**config.mk**
```make
export PLATFORM = sky130hd
export DESIGN_NAME = flash_cmd_decoder
export DESIGN_NICKNAME = d
export VERILOG_FILES = /design/src/rtl/fcd_pkg.sv /design/src/rtl/fcd_bus_capture.sv /design/src/rtl/fcd_cmd_seq.sv /design/src/rtl/flash_cmd_decoder.sv
export SDC_FILE = /design/constraint.sdc
export NUM_CORES = 1
export LEC_CHECK = 0
export ABC_AREA = 1
export BUFFER_PORTS_ARGS = -buffer_cell sky130_fd_sc_hd__buf_2
export CELL_PAD_IN_SITES_DETAIL_PLACEMENT = 0
export CELL_PAD_IN_SITES_GLOBAL_PLACEMENT = 1
export CORE_UTILIZATION = 41
export DETAILED_ROUTE_END_ITERATION = 16
export GPL_TIMING_DRIVEN = 0
export HOLD_SLACK_MARGIN = 0.05
export PLACE_DENSITY = 0.78
export RECOVER_POWER = 50
export SLEW_MARGIN = 10
export SYNTH_ARGS = -nofsm -noshare
export SYNTH_HDL_FRONTEND = slang
export SYNTH_SLANG_ARGS = --single-unit
```
**constraint.sdc**
```tcl
create_clock -name clk -period 1.8 [get_ports clk]
set_clock_uncertainty 0.1 [all_clocks]
set_input_delay 0.36 -clock clk [delete_from_list [all_inputs] [get_ports clk]]
set_output_delay 0.36 -clock clk [all_outputs]
set_load 0.01 [all_outputs]
```
**src/rtl/fcd_pkg.sv**
```systemverilog
package fcd_pkg;
  localparam int ADDR_W = 16;
  localparam int DATA_W = 16;
  localparam int OP_W   = 8;

  typedef enum logic [2:0] {
    SRC_ARRAY  = 3'd0,
    SRC_SIG    = 3'd1,
    SRC_STATUS = 3'd2,
    SRC_QUERY  = 3'd3,
    SRC_PROT   = 3'd4
  } readSrc_t;

  // One captured bus write, handed from capture logic to the sequencer
  typedef struct packed {
    logic              valid;
    logic [ADDR_W-1:0] addr;
    logic [DATA_W-1:0] data;
  } busCmd_t;
endpackage

```
**src/rtl/fcd_bus_capture.sv**
```systemverilog
module fcd_bus_capture
  import fcd_pkg::*;
(
  input  logic              clk,
  input  logic              rstN,
  input  logic              ceN,
  input  logic              oeN,
  input  logic              weN,
  input  logic              leN,
  input  logic [ADDR_W-1:0] addr,
  input  logic [DATA_W-1:0] data,
  output busCmd_t           cmd
);
  logic              sCe, sOe, sWe, sLe;
  logic [ADDR_W-1:0] sAddr;
  logic [DATA_W-1:0] sData;
  logic              armed, addrHeld;
  logic [ADDR_W-1:0] heldAddr;

  logic writeActive, inCycle, riseCe, riseWe, riseLe, commit, addrEdge;

  // A write phase opens when all three enables are low with output enable high
  assign writeActive = !sCe && !sWe && !sLe && sOe;
  assign inCycle     = armed || writeActive;
  assign riseCe      = !sCe && ceN;
  assign riseWe      = !sWe && weN;
  assign riseLe      = !sLe && leN;
  // Data is taken on whichever of write or chip enable rises first
  assign commit      = inCycle && (riseCe || riseWe);
  // Address is taken on the first rise of any of the three enables
  assign addrEdge    = inCycle && !addrHeld && (riseLe || riseWe || riseCe);

  always_ff @(posedge clk) begin
    if (!rstN) begin
      sCe      <= 1'b1;
      sOe      <= 1'b1;
      sWe      <= 1'b1;
      sLe      <= 1'b1;
      sAddr    <= '0;
      sData    <= '0;
      armed    <= 1'b0;
      addrHeld <= 1'b0;
      heldAddr <= '0;
      cmd      <= '0;
    end else begin
      sCe       <= ceN;
      sOe       <= oeN;
      sWe       <= weN;
      sLe       <= leN;
      sAddr     <= addr;
      sData     <= data;
      cmd.valid <= commit;
      if (commit) begin
        cmd.addr <= addrHeld ? heldAddr : sAddr;
        cmd.data <= sData;
        armed    <= 1'b0;
        addrHeld <= 1'b0;
      end else begin
        if (writeActive) armed <= 1'b1;
        if (addrEdge) begin
          heldAddr <= sAddr;
          addrHeld <= 1'b1;
        end
      end
    end
  end

  // a command is only produced after write or chip enable was seen low
  a_r2_commit_from_low_enable: assert property (@(posedge clk) disable iff (!rstN)
    cmd.valid |-> ($past(!sCe) || $past(!sWe)));
  // one bus cycle yields at most one command
  a_r2_single_command: assert property (@(posedge clk) disable iff (!rstN)
    cmd.valid |=> !cmd.valid);
endmodule

```
**src/rtl/fcd_cmd_seq.sv**
```systemverilog
module fcd_cmd_seq
  import fcd_pkg::*;
#(
  parameter int            MAX_WORDS  = 32,
  parameter logic [7:0]    OP_ARRAY   = 8'hFF,
  parameter logic [7:0]    OP_SIG     = 8'h90,
  parameter logic [7:0]    OP_STATUS  = 8'h70,
  parameter logic [7:0]    OP_QUERY   = 8'h98,
  parameter logic [7:0]    OP_PROT    = 8'h94,
  parameter logic [7:0]    OP_CLEAR   = 8'h50,
  parameter logic [7:0]    OP_ERASE   = 8'h20,
  parameter logic [7:0]    OP_CONFIRM = 8'hD0,
  parameter logic [7:0]    OP_BUFPROG = 8'hE8,
  localparam int           CNT_W      = $clog2(MAX_WORDS)
) (
  input  logic              clk,
  input  logic              rstN,
  input  busCmd_t           cmd,
  output readSrc_t          readSrc,
  output logic              statusErr,
  output logic              eraseStb,
  output logic              progStb,
  output logic [ADDR_W-1:0] opAddr,
  output logic [CNT_W-1:0]  opCount
);
  typedef enum logic [1:0] {SEQ_IDLE, SEQ_ERASE, SEQ_BUF} seq_t;
  seq_t state;

  logic [OP_W-1:0] op;
  logic            countOk;
  assign op      = cmd.data[OP_W-1:0];
  assign countOk = cmd.data < DATA_W'(MAX_WORDS);

  always_ff @(posedge clk) begin
    if (!rstN) begin
      state     <= SEQ_IDLE;
      readSrc   <= SRC_ARRAY;
      statusErr <= 1'b0;
      eraseStb  <= 1'b0;
      progStb   <= 1'b0;
      opAddr    <= '0;
      opCount   <= '0;
    end else begin
      eraseStb <= 1'b0;
      progStb  <= 1'b0;
      if (cmd.valid) begin
        unique case (state)
          SEQ_IDLE: begin
            if      (op == OP_ARRAY)  readSrc <= SRC_ARRAY;
            else if (op == OP_SIG)    readSrc <= SRC_SIG;
            else if (op == OP_STATUS) readSrc <= SRC_STATUS;
            else if (op == OP_QUERY)  readSrc <= SRC_QUERY;
            else if (op == OP_PROT)   readSrc <= SRC_PROT;
            else if (op == OP_CLEAR)  statusErr <= 1'b0;
            else if (op == OP_ERASE) begin
              state   <= SEQ_ERASE;
              readSrc <= SRC_STATUS;
            end else if (op == OP_BUFPROG) begin
              state   <= SEQ_BUF;
              readSrc <= SRC_STATUS;
            end
          end
          SEQ_ERASE: begin
            state <= SEQ_IDLE;
            if (op == OP_CONFIRM) begin
              eraseStb <= 1'b1;
              opAddr   <= cmd.addr;
            end else begin
              statusErr <= 1'b1;
              readSrc   <= SRC_ARRAY;
            end
          end
          SEQ_BUF: begin
            state <= SEQ_IDLE;
            if (countOk) begin
              progStb <= 1'b1;
              opAddr  <= cmd.addr;
              opCount <= cmd.data[CNT_W-1:0];
            end else begin
              statusErr <= 1'b1;
              readSrc   <= SRC_ARRAY;
            end
          end
          default: state <= SEQ_IDLE;
        endcase
      end
    end
  end

  // never both requests at once
  a_r6_strobes_exclusive: assert property (@(posedge clk) disable iff (!rstN)
    !(eraseStb && progStb));
  // an erase request follows only an armed erase sequence
  a_r6_erase_needs_setup: assert property (@(posedge clk) disable iff (!rstN)
    eraseStb |-> $past(state) == SEQ_ERASE);
  // a program request follows only an armed buffer sequence
  a_r7_prog_needs_setup: assert property (@(posedge clk) disable iff (!rstN)
    progStb |-> $past(state) == SEQ_BUF);
  // any second cycle returns the sequencer to idle
  a_r8_second_cycle_ends: assert property (@(posedge clk) disable iff (!rstN)
    (cmd.valid && state != SEQ_IDLE) |=> state == SEQ_IDLE);
  // strobes last one cycle
  a_r11_erase_one_cycle: assert property (@(posedge clk) disable iff (!rstN)
    eraseStb |=> !eraseStb);
endmodule

```
**src/rtl/flash_cmd_decoder.sv**
```systemverilog
module flash_cmd_decoder
  import fcd_pkg::*;
#(
  parameter int MAX_WORDS = 32,
  localparam int CNT_W    = $clog2(MAX_WORDS)
) (
  input  logic              clk,
  input  logic              rstN,
  input  logic              busCeN,
  input  logic              busOeN,
  input  logic              busWeN,
  input  logic              busLeN,
  input  logic [ADDR_W-1:0] busAddr,
  input  logic [DATA_W-1:0] busData,
  output logic [2:0]        readSrc,
  output logic              statusErr,
  output logic              eraseStb,
  output logic              progStb,
  output logic [ADDR_W-1:0] opAddr,
  output logic [CNT_W-1:0]  opCount
);
  busCmd_t  cmd;
  readSrc_t src;

  fcd_bus_capture capture (
    .clk(clk), .rstN(rstN),
    .ceN(busCeN), .oeN(busOeN), .weN(busWeN), .leN(busLeN),
    .addr(busAddr), .data(busData), .cmd(cmd)
  );

  fcd_cmd_seq #(.MAX_WORDS(MAX_WORDS)) seq (
    .clk(clk), .rstN(rstN), .cmd(cmd),
    .readSrc(src), .statusErr(statusErr),
    .eraseStb(eraseStb), .progStb(progStb),
    .opAddr(opAddr), .opCount(opCount)
  );

  assign readSrc = src;
endmodule

```
==> results.txt, run 1 <==
Clock-pin slew on the worst setup and hold paths: 0.05 ns
Commonest non-fill, non-tap cell in the layout: nand2_1
Pwr Total: 5850 µW
Top cells by area, synth: dfxtp_1 52%, nand2_1 13%, inv_1 7.8%
Post-synth top flop: dfxtp_1
Synth Register Bits: 116
Area Growth Syn to Fin: 31.6%
Die area: 11,400 µm²
Finished Cell Area: 5900 µm²
Post-Place Cell Area: 4970 µm²
Met2 routed WL: 4350 µm
Fraction of registers with async set/reset: 0
Tcrit/Tclk final: 0.934
Pwr dens: 992 nW/µm²
Number of global-route vias before repair: 3,599
Fin cells: 866
Fin crit period: 1.68 ns
Post-synth EDFFs: 0
CTS tree: yes
Residual DRC: 0
Top-area cell type share of the netlist area: 0.518
Worst-Margin Slew: 0.581 ns
GRT Total Usage: 0.191
Hold Startpoint: busWeN
CP Data Required Time: 2.10 ns
M1 WL: 5260 µm
DR top layer: met4
Synth cell types: 29
DRT antenna net count: 0
Worst slack, placed: -0.114 ns
Final hold violations: 0
Synth Cell Area: 4480 µm²
Endpoint class of the critical path: flip-flop
Syn Area/Cell: 7.50 µm²
Total CTS buffers: 17
Relative slew slack: 0.612
Outcome: completed
CP Launch Point: capture.sWe$_SDFF_PN1_
Starting density of the core: 0.429
Post-DP HPWL: 6920 µm
WS Path Type: flip-flop to flip-flop
Reg area: 2320 µm²
ANT cells: 0
Post-DR vias/cell: 4.41
Die Height: 107 µm
Clock Tree Buf Depth: 2
RSZ-0062 raised after global routing: yes
CTS Root Cell: clkbuf_8
Fill count: 1,030
1st-pass router iterations: 7
Htree depth: 4
CP max FO: 10
Initial antenna violation count: 0
Placed cell count: 797
Fmax: 595 MHz
Buffers on Ports: 63
Commonest cells after routing, fill and taps aside: 149 x nand2_1, 114 x dfxtp_1, 93 x inv_1
Largest area contributor in the netlist: dfxtp_1
Yosys warnings: 0
Worst IR drop on VDD: 0.533 mV
Pleak: 0.00273 µW
Core footprint: 10,500 µm²
WL/cell: 11.6 µm
Pins Over Slew Limit: 0
Largest net degree at the start of global routing: 17
Final setup fails: 0
Clock sink count: 116
Later-pin clock latency in the skew report: 0.51 ns
Hold/Removal Path Class: primary input to flip-flop
Overflow after GRT: 0
PnR worst setup slack: 0.119 ns
Setup TNS: 0 ns
Register area share after synthesis: 0.518
Syn Nets: 640
Via count: 3,821
Multi-input combinational cell area: 1680 µm²
RR Startpoint: capture.sWe$_SDFF_PN1_
Routed length on met3: 344 µm
Max Cap Viol: 0
Detailed Route Iter0 Violations: 166
Worst setup SP type: flip-flop
# IOs: 65
Global-route wire length before repair: 16,800 µm
Share of cells above drive strength 1: 0.156
Post-synthesis cell count: 598
Std-Cell Rows: 37
Final #Nets: 761
RD Place Congestion: 0.801
Wire length after detailed routing: 10,100 µm
DIE WIDTH: 107 µm
Critical Path AT: 1.98 ns
routing by layer:
layer	GRT usage	up-vias
met5	0	-
met3	0.0462	8
met2	0.286	70
met1	0.262	1674
li1	-	2069
met4	0.0793	0
Yosys cell counts (2+ instances only):
cell type / count
nor2_1: 73
nor2_2: 22
a21oi_1: 12
nand3_1: 28
nand2_2: 2
dfxtp_1: 116
inv_1: 93
nand2_1: 150
inv_2: 3
o21ai_0: 36
o211ai_1: 17
clkbuf_1: 18
a22o_1: 4
buf_2: 5
ha_1: 4
nand4_1: 2
registers in the layout, summed over array words and instances (netlist names), 2 cells and up:
register,flops
capture.cmd,33
capture.heldAddr,16
capture.sAddr,16
capture.sData,16
seq.opAddr,16
seq.opCount,5
seq.readSrc,3
seq.state,2
stage by stage:
stage | utilization | hold slack, ns
after CTS | 0.561 | 0.312
after floorplan | - | 0.306
after global routing | 0.564 | 0.347
after detailed placement | 0.475 | 0.320
final | 0.564 | 0.312
after global placement | 0.475 | 0.314
where the power goes:
group | switching, µW | internal [µW]
clock | 1070 | 1930
combinational | 109 | 111
sequential | 19.9 | 2620
final timing paths:
kind                              endpoint  slack, ns  cells after the start
max           capture.cmd[13]$_SDFFE_PN0P_       0.12                      8
min          capture.addrHeld$_SDFFE_PP0P_       0.31                      5
max reg2reg   capture.cmd[13]$_SDFFE_PN0P_       0.12                      8
min reg2reg    capture.cmd[7]$_SDFFE_PN0P_       0.33                      2
worst max-delay path, cell delays in order (launching register included):
cell and delay, ns:
dfxtp_1 0.31, nor2_1 0.10, nand2_1 0.06, o21bai_2 0.18, nand2_1 0.15, nand2_1 0.12
clkbuf_2 0.21, inv_1 0.13, a22o_1 0.20
layout make-up:
| class | count | area share |
|---|---|---|
| sequential | 116 | 0.394 |
| tap | 136 | 0.0288 |
| clock inverter | 3 | 0.00297 |
| buffer | 26 | 0.0225 |
| clock buffer | 27 | 0.0884 |
| inverter | 96 | 0.0611 |
| timing repair buffer | 103 | 0.117 |
| multi-input combinational | 359 | 0.285 |
what timing repair did:
action / CTS / global route
hold endpoints to repair: 36 / 0
hold buffers: 36 / 0
setup buffers: 0 / 3
setup endpoints to repair: 0 / 44
gates resized for setup: 0 / 17
logic make-up (layout without fill, tap and decap cells):
group                    after synthesis  after routing  synth area share
buffers and inverters                123            255             0.110
adder cells (fa/ha/maj)                4              4            0.0112
AND/OR/NAND/NOR                      282            282             0.262
flip-flops                           116            116             0.518
AO/OA/AOI/OAI                         73             73            0.0991
Note: power is estimated with default switching activity, not from simulation.
==> run 2, diff against run 1 <==
--- a/config.mk
+++ b/config.mk
@@ -5,11 +5,11 @@
 export SDC_FILE = /design/constraint.sdc
 export NUM_CORES = 1
 export LEC_CHECK = 0
-export ABC_AREA = 1
 export BUFFER_PORTS_ARGS = -buffer_cell sky130_fd_sc_hd__buf_2
 export CELL_PAD_IN_SITES_DETAIL_PLACEMENT = 0
 export CELL_PAD_IN_SITES_GLOBAL_PLACEMENT = 1
-export CORE_UTILIZATION = 41
+export CORE_UTILIZATION = 44
+export CTS_CLUSTER_SIZE = 12
 export DETAILED_ROUTE_END_ITERATION = 16
 export GPL_TIMING_DRIVEN = 0
 export HOLD_SLACK_MARGIN = 0.05
==> results.txt, run 2 <==
Hold_ws: 0.327 ns (was 0.312 ns)
WS Path Type: flip-flop to flip-flop (unchanged)
DRT antenna net count: 0 (unchanged)
Total CTS buffers: 17 (unchanged)
Top cells by area, synth: dfxtp_1 52%, mux2i_1 13%, nor2b_1 5.2% (was dfxtp_1 52%, nand2_1 13%, inv_1 7.8%)
Syn Area/Cell: 10.3 µm² (was 7.50 µm²)
Detailed Route Iter0 Violations: 91 (was 166)
RSZ-0062 raised after global routing: yes (unchanged)
CP Launch Point: capture.cmd[13]$_SDFFE_PN0P_ (was capture.sWe$_SDFF_PN1_)
ANT cells: 0 (unchanged)
Max Cap Viol: 0 (unchanged)
Later-pin clock latency in the skew report: 0.51 ns (about the same)
Largest register FFs: 33 (unchanged)
Synth cell types: 39 (was 29)
Std-Cell Rows: 36 (was 37)
Htree depth: 4 (unchanged)
Worst-Margin Slew: 0.613 ns (was 0.581 ns)
Clock-pin slew on the worst setup and hold paths: 0.05 ns (about the same)
Relative slew slack: 0.591 (was 0.612)
Worst setup SP type: flip-flop (unchanged)
Fmax: 523 MHz (was 595 MHz)
Post-DR vias/cell: 4.74 (was 4.41)
CTS Root Cell: clkbuf_8 (unchanged)
Area Growth Syn to Fin: 37.8% (was 31.6%)
# IOs: 65 (unchanged)
Final setup fails: 29 (was 0)
Post-synthesis cell count: 431 (was 598)
Via count: 3,350 (was 3,821)
Final core occ: 0.628 (was 0.564)
Post-synth EDFFs: 0 (unchanged)
Synth Register Bits: 116 (unchanged)
Largest area contributor in the netlist: dfxtp_1 (unchanged)
Endpoint class of the critical path: flip-flop (unchanged)
Pleak: 0.00282 µW (was 0.00273 µW)
Starting density of the core: 0.456 (was 0.429)
Wire length after detailed routing: 9670 µm (was 10,100 µm)
Outcome: finished with violations (was completed)
RR Startpoint: capture.cmd[13]$_SDFFE_PN0P_ (was capture.sWe$_SDFF_PN1_)
RD Place Congestion: 0.813 (was 0.801)
Clock sink count: 116 (unchanged)
Critical Path AT: 2.22 ns (was 1.98 ns)
Largest net degree at the start of global routing: 17 (unchanged)
Int Pwr: 4630 µW (was 4650 µW)
Pins Over Slew Limit: 0 (unchanged)
Top-area cell type share of the netlist area: 0.521 (was 0.518)
Sequential power share: 0.449 (was 0.451)
Worst IR drop on VDD: 0.569 mV (was 0.533 mV)
CP max FO: 5 (was 10)
Synth Cell Area: 4450 µm² (was 4480 µm²)
Fin crit period: 1.91 ns (was 1.68 ns)
Commonest non-fill, non-tap cell in the layout: dfxtp_1 (was nand2_1)
Setup TNS: -1.72 ns (was 0 ns)
PnR worst setup slack: -0.113 ns (was 0.119 ns)
Overflow after GRT: 0 (unchanged)
Syn Nets: 473 (was 640)
Post-synth top flop: dfxtp_1 (unchanged)
Commonest cells in the synthesized netlist: 116 x dfxtp_1, 60 x nand2_1, 57 x mux2i_1 (was 150 x nand2_1, 116 x dfxtp_1, 93 x inv_1)
Final hold violations: 0 (unchanged)
CP Data Required Time: 2.11 ns (was 2.10 ns)
Pwr Total: 5870 µW (was 5850 µW)
Buffers on Ports: 63 (unchanged)
Residual DRC: 0 (unchanged)
Power share of the clock group: 0.513 (was 0.512)
Switching power total: 1240 µW (was 1200 µW)
1st-pass router iterations: 4 (was 7)
Fill count: 809 (was 1,030)
Clock Tree Buf Depth: 2 (unchanged)
Initial antenna violation count: 0 (unchanged)
Core footprint: 9770 µm² (was 10,500 µm²)
Die area: 10,500 µm² (was 11,400 µm²)
Fraction of registers with async set/reset: 0 (unchanged)
WL/cell: 13.7 µm (was 11.6 µm)
Die Height: 103 µm (was 107 µm)
Logic pwr share: 0.038 (about the same)
Hold/Removal Path Class: primary input to flip-flop (unchanged)
Global-route wire length before repair: 15,400 µm (was 16,800 µm)
Register area share after synthesis: 0.521 (was 0.518)
Post-DP HPWL: 6220 µm (was 6920 µm)
CTS tree: yes (unchanged)
Violated checks: setup timing
DIE WIDTH: 103 µm (was 107 µm)
Tcrit/Tclk final: 1.06 (was 0.934)
Pwr dens: 956 nW/µm² (was 992 nW/µm²)
Final #Nets: 604 (was 761)
Hold Startpoint: busWeN (unchanged)
GRT Total Usage: 0.196 (was 0.191)
Sw Ratio: 0.211 (was 0.205)
Top reg by flops: capture.cmd (unchanged)
Commonest cells after routing, fill and taps aside: 110 x dfxtp_1, 59 x nand2_1, 57 x mux2i_1 (was 149 x nand2_1, 114 x dfxtp_1, 93 x inv_1)
Top-count cell post-synth: dfxtp_1 (was nand2_1)
Share of cells above drive strength 1: 0.226 (was 0.156)
Yosys warnings: 0 (unchanged)
Number of global-route vias before repair: 3,241 (was 3,599)
[run 2: changes by cell type after synthesis, sizes merged, moves of 11 or more]
cell	before	now
nand2	152	60
nand3	28	3
o211ai	17	1
and2	2	36
nor2b	0	37
nor2	96	7
mux2i	0	57
o211a	0	16
inv	96	7
o21ai	36	1
a21oi	13	2
a21boi	1	17
[run 2: routing by layer]
metal / up-vias / GRT usage / wire, µm
li1: 1713 / - / -
met1: 1555 / 0.246 / 4840
met2: 69 / 0.318 / 4380
met3: 13 / 0.0508 / 303
met4: 0 / 0.0824 / 140
met5: - / 0 / 0
[run 2: critical path: stages (launching register included)]
cell       delay (ns)
dfxtp_2          0.33
nor4_4           0.31
nand4b_1         0.19
a221o_1          0.36
buf_6            0.15
clkbuf_16        0.16
mux2i_1          0.14
nor2b_1          0.06
[run 2: cell families (layout without fill, tap and decap cells)]
group	count (synthesis)	after routing	synth area share
AND/OR/NAND/NOR	174	174	0.215
multiplexers	57	57	0.128
buffers and inverters	36	179	0.0427
AO/OA/AOI/OAI	44	44	0.0817
flip-flops	116	116	0.521
adder cells (fa/ha/maj)	4	4	0.0112
[run 2: final cells by class]
class / count / area, µm² / area share
Tap cell: 133 / 166 / 0.0271
Buffer: 24 / 161 / 0.0263
Sequential cell: 116 / 2340 / 0.381
Inverter: 7 / 26.3 / 0.00428
Timing Repair Buffer: 117 / 870 / 0.142
Multi-Input combinational cell: 279 / 2040 / 0.333
Clock inverter: 9 / 81.3 / 0.0133
Clock buffer: 22 / 453 / 0.0738
[run 2: path summary, 6_finish.rpt]
| path | to | slack (ns) | cells past startpoint |
|---|---|---|---|
| worst max-delay path | seq.opAddr[6]$_SDFFE_PN0P_ | -0.11 | 7 |
| worst min-delay path | capture.armed$_SDFFE_PP0P_ | 0.33 | 4 |
| worst max register to register | seq.opAddr[6]$_SDFFE_PN0P_ | -0.11 | 7 |
| worst min register to register | capture.cmd[0]$_SDFFE_PN0P_ | 0.33 | 2 |
[run 2: per-stage QoR]
stage	instance area (µm²)	cells	worst slack (ns)
3_5_place_dp	4940	627	-0.358
4_1_cts	5980	698	-0.109
6_report	6140	707	-0.113
2_1_floorplan	4460	431	0.00278
3_3_place_gp	4940	627	-0.346
5_1_grt	6140	707	-0.242
[run 2: power groups by stage]
stage	clock [µW]	combinational (µW)	sequential [µW]
after global placement	0	161	2690
after CTS	3040	225	2640
final	3010	224	2630
after global routing	3170	248	2640
after floorplan	0	94.8	2680
after detailed placement	0	163	2690
[run 2: repair_timing]
action / 4_1_cts / 5_1_grt
pin swaps: 7 / 5
hold buffers: 36 / 0
hold endpoints to repair: 36 / 0
setup endpoints to repair: 55 / 57
buffers inserted: 7 / 10
resized for setup: 23 / 22
gates cloned: 0 / 2
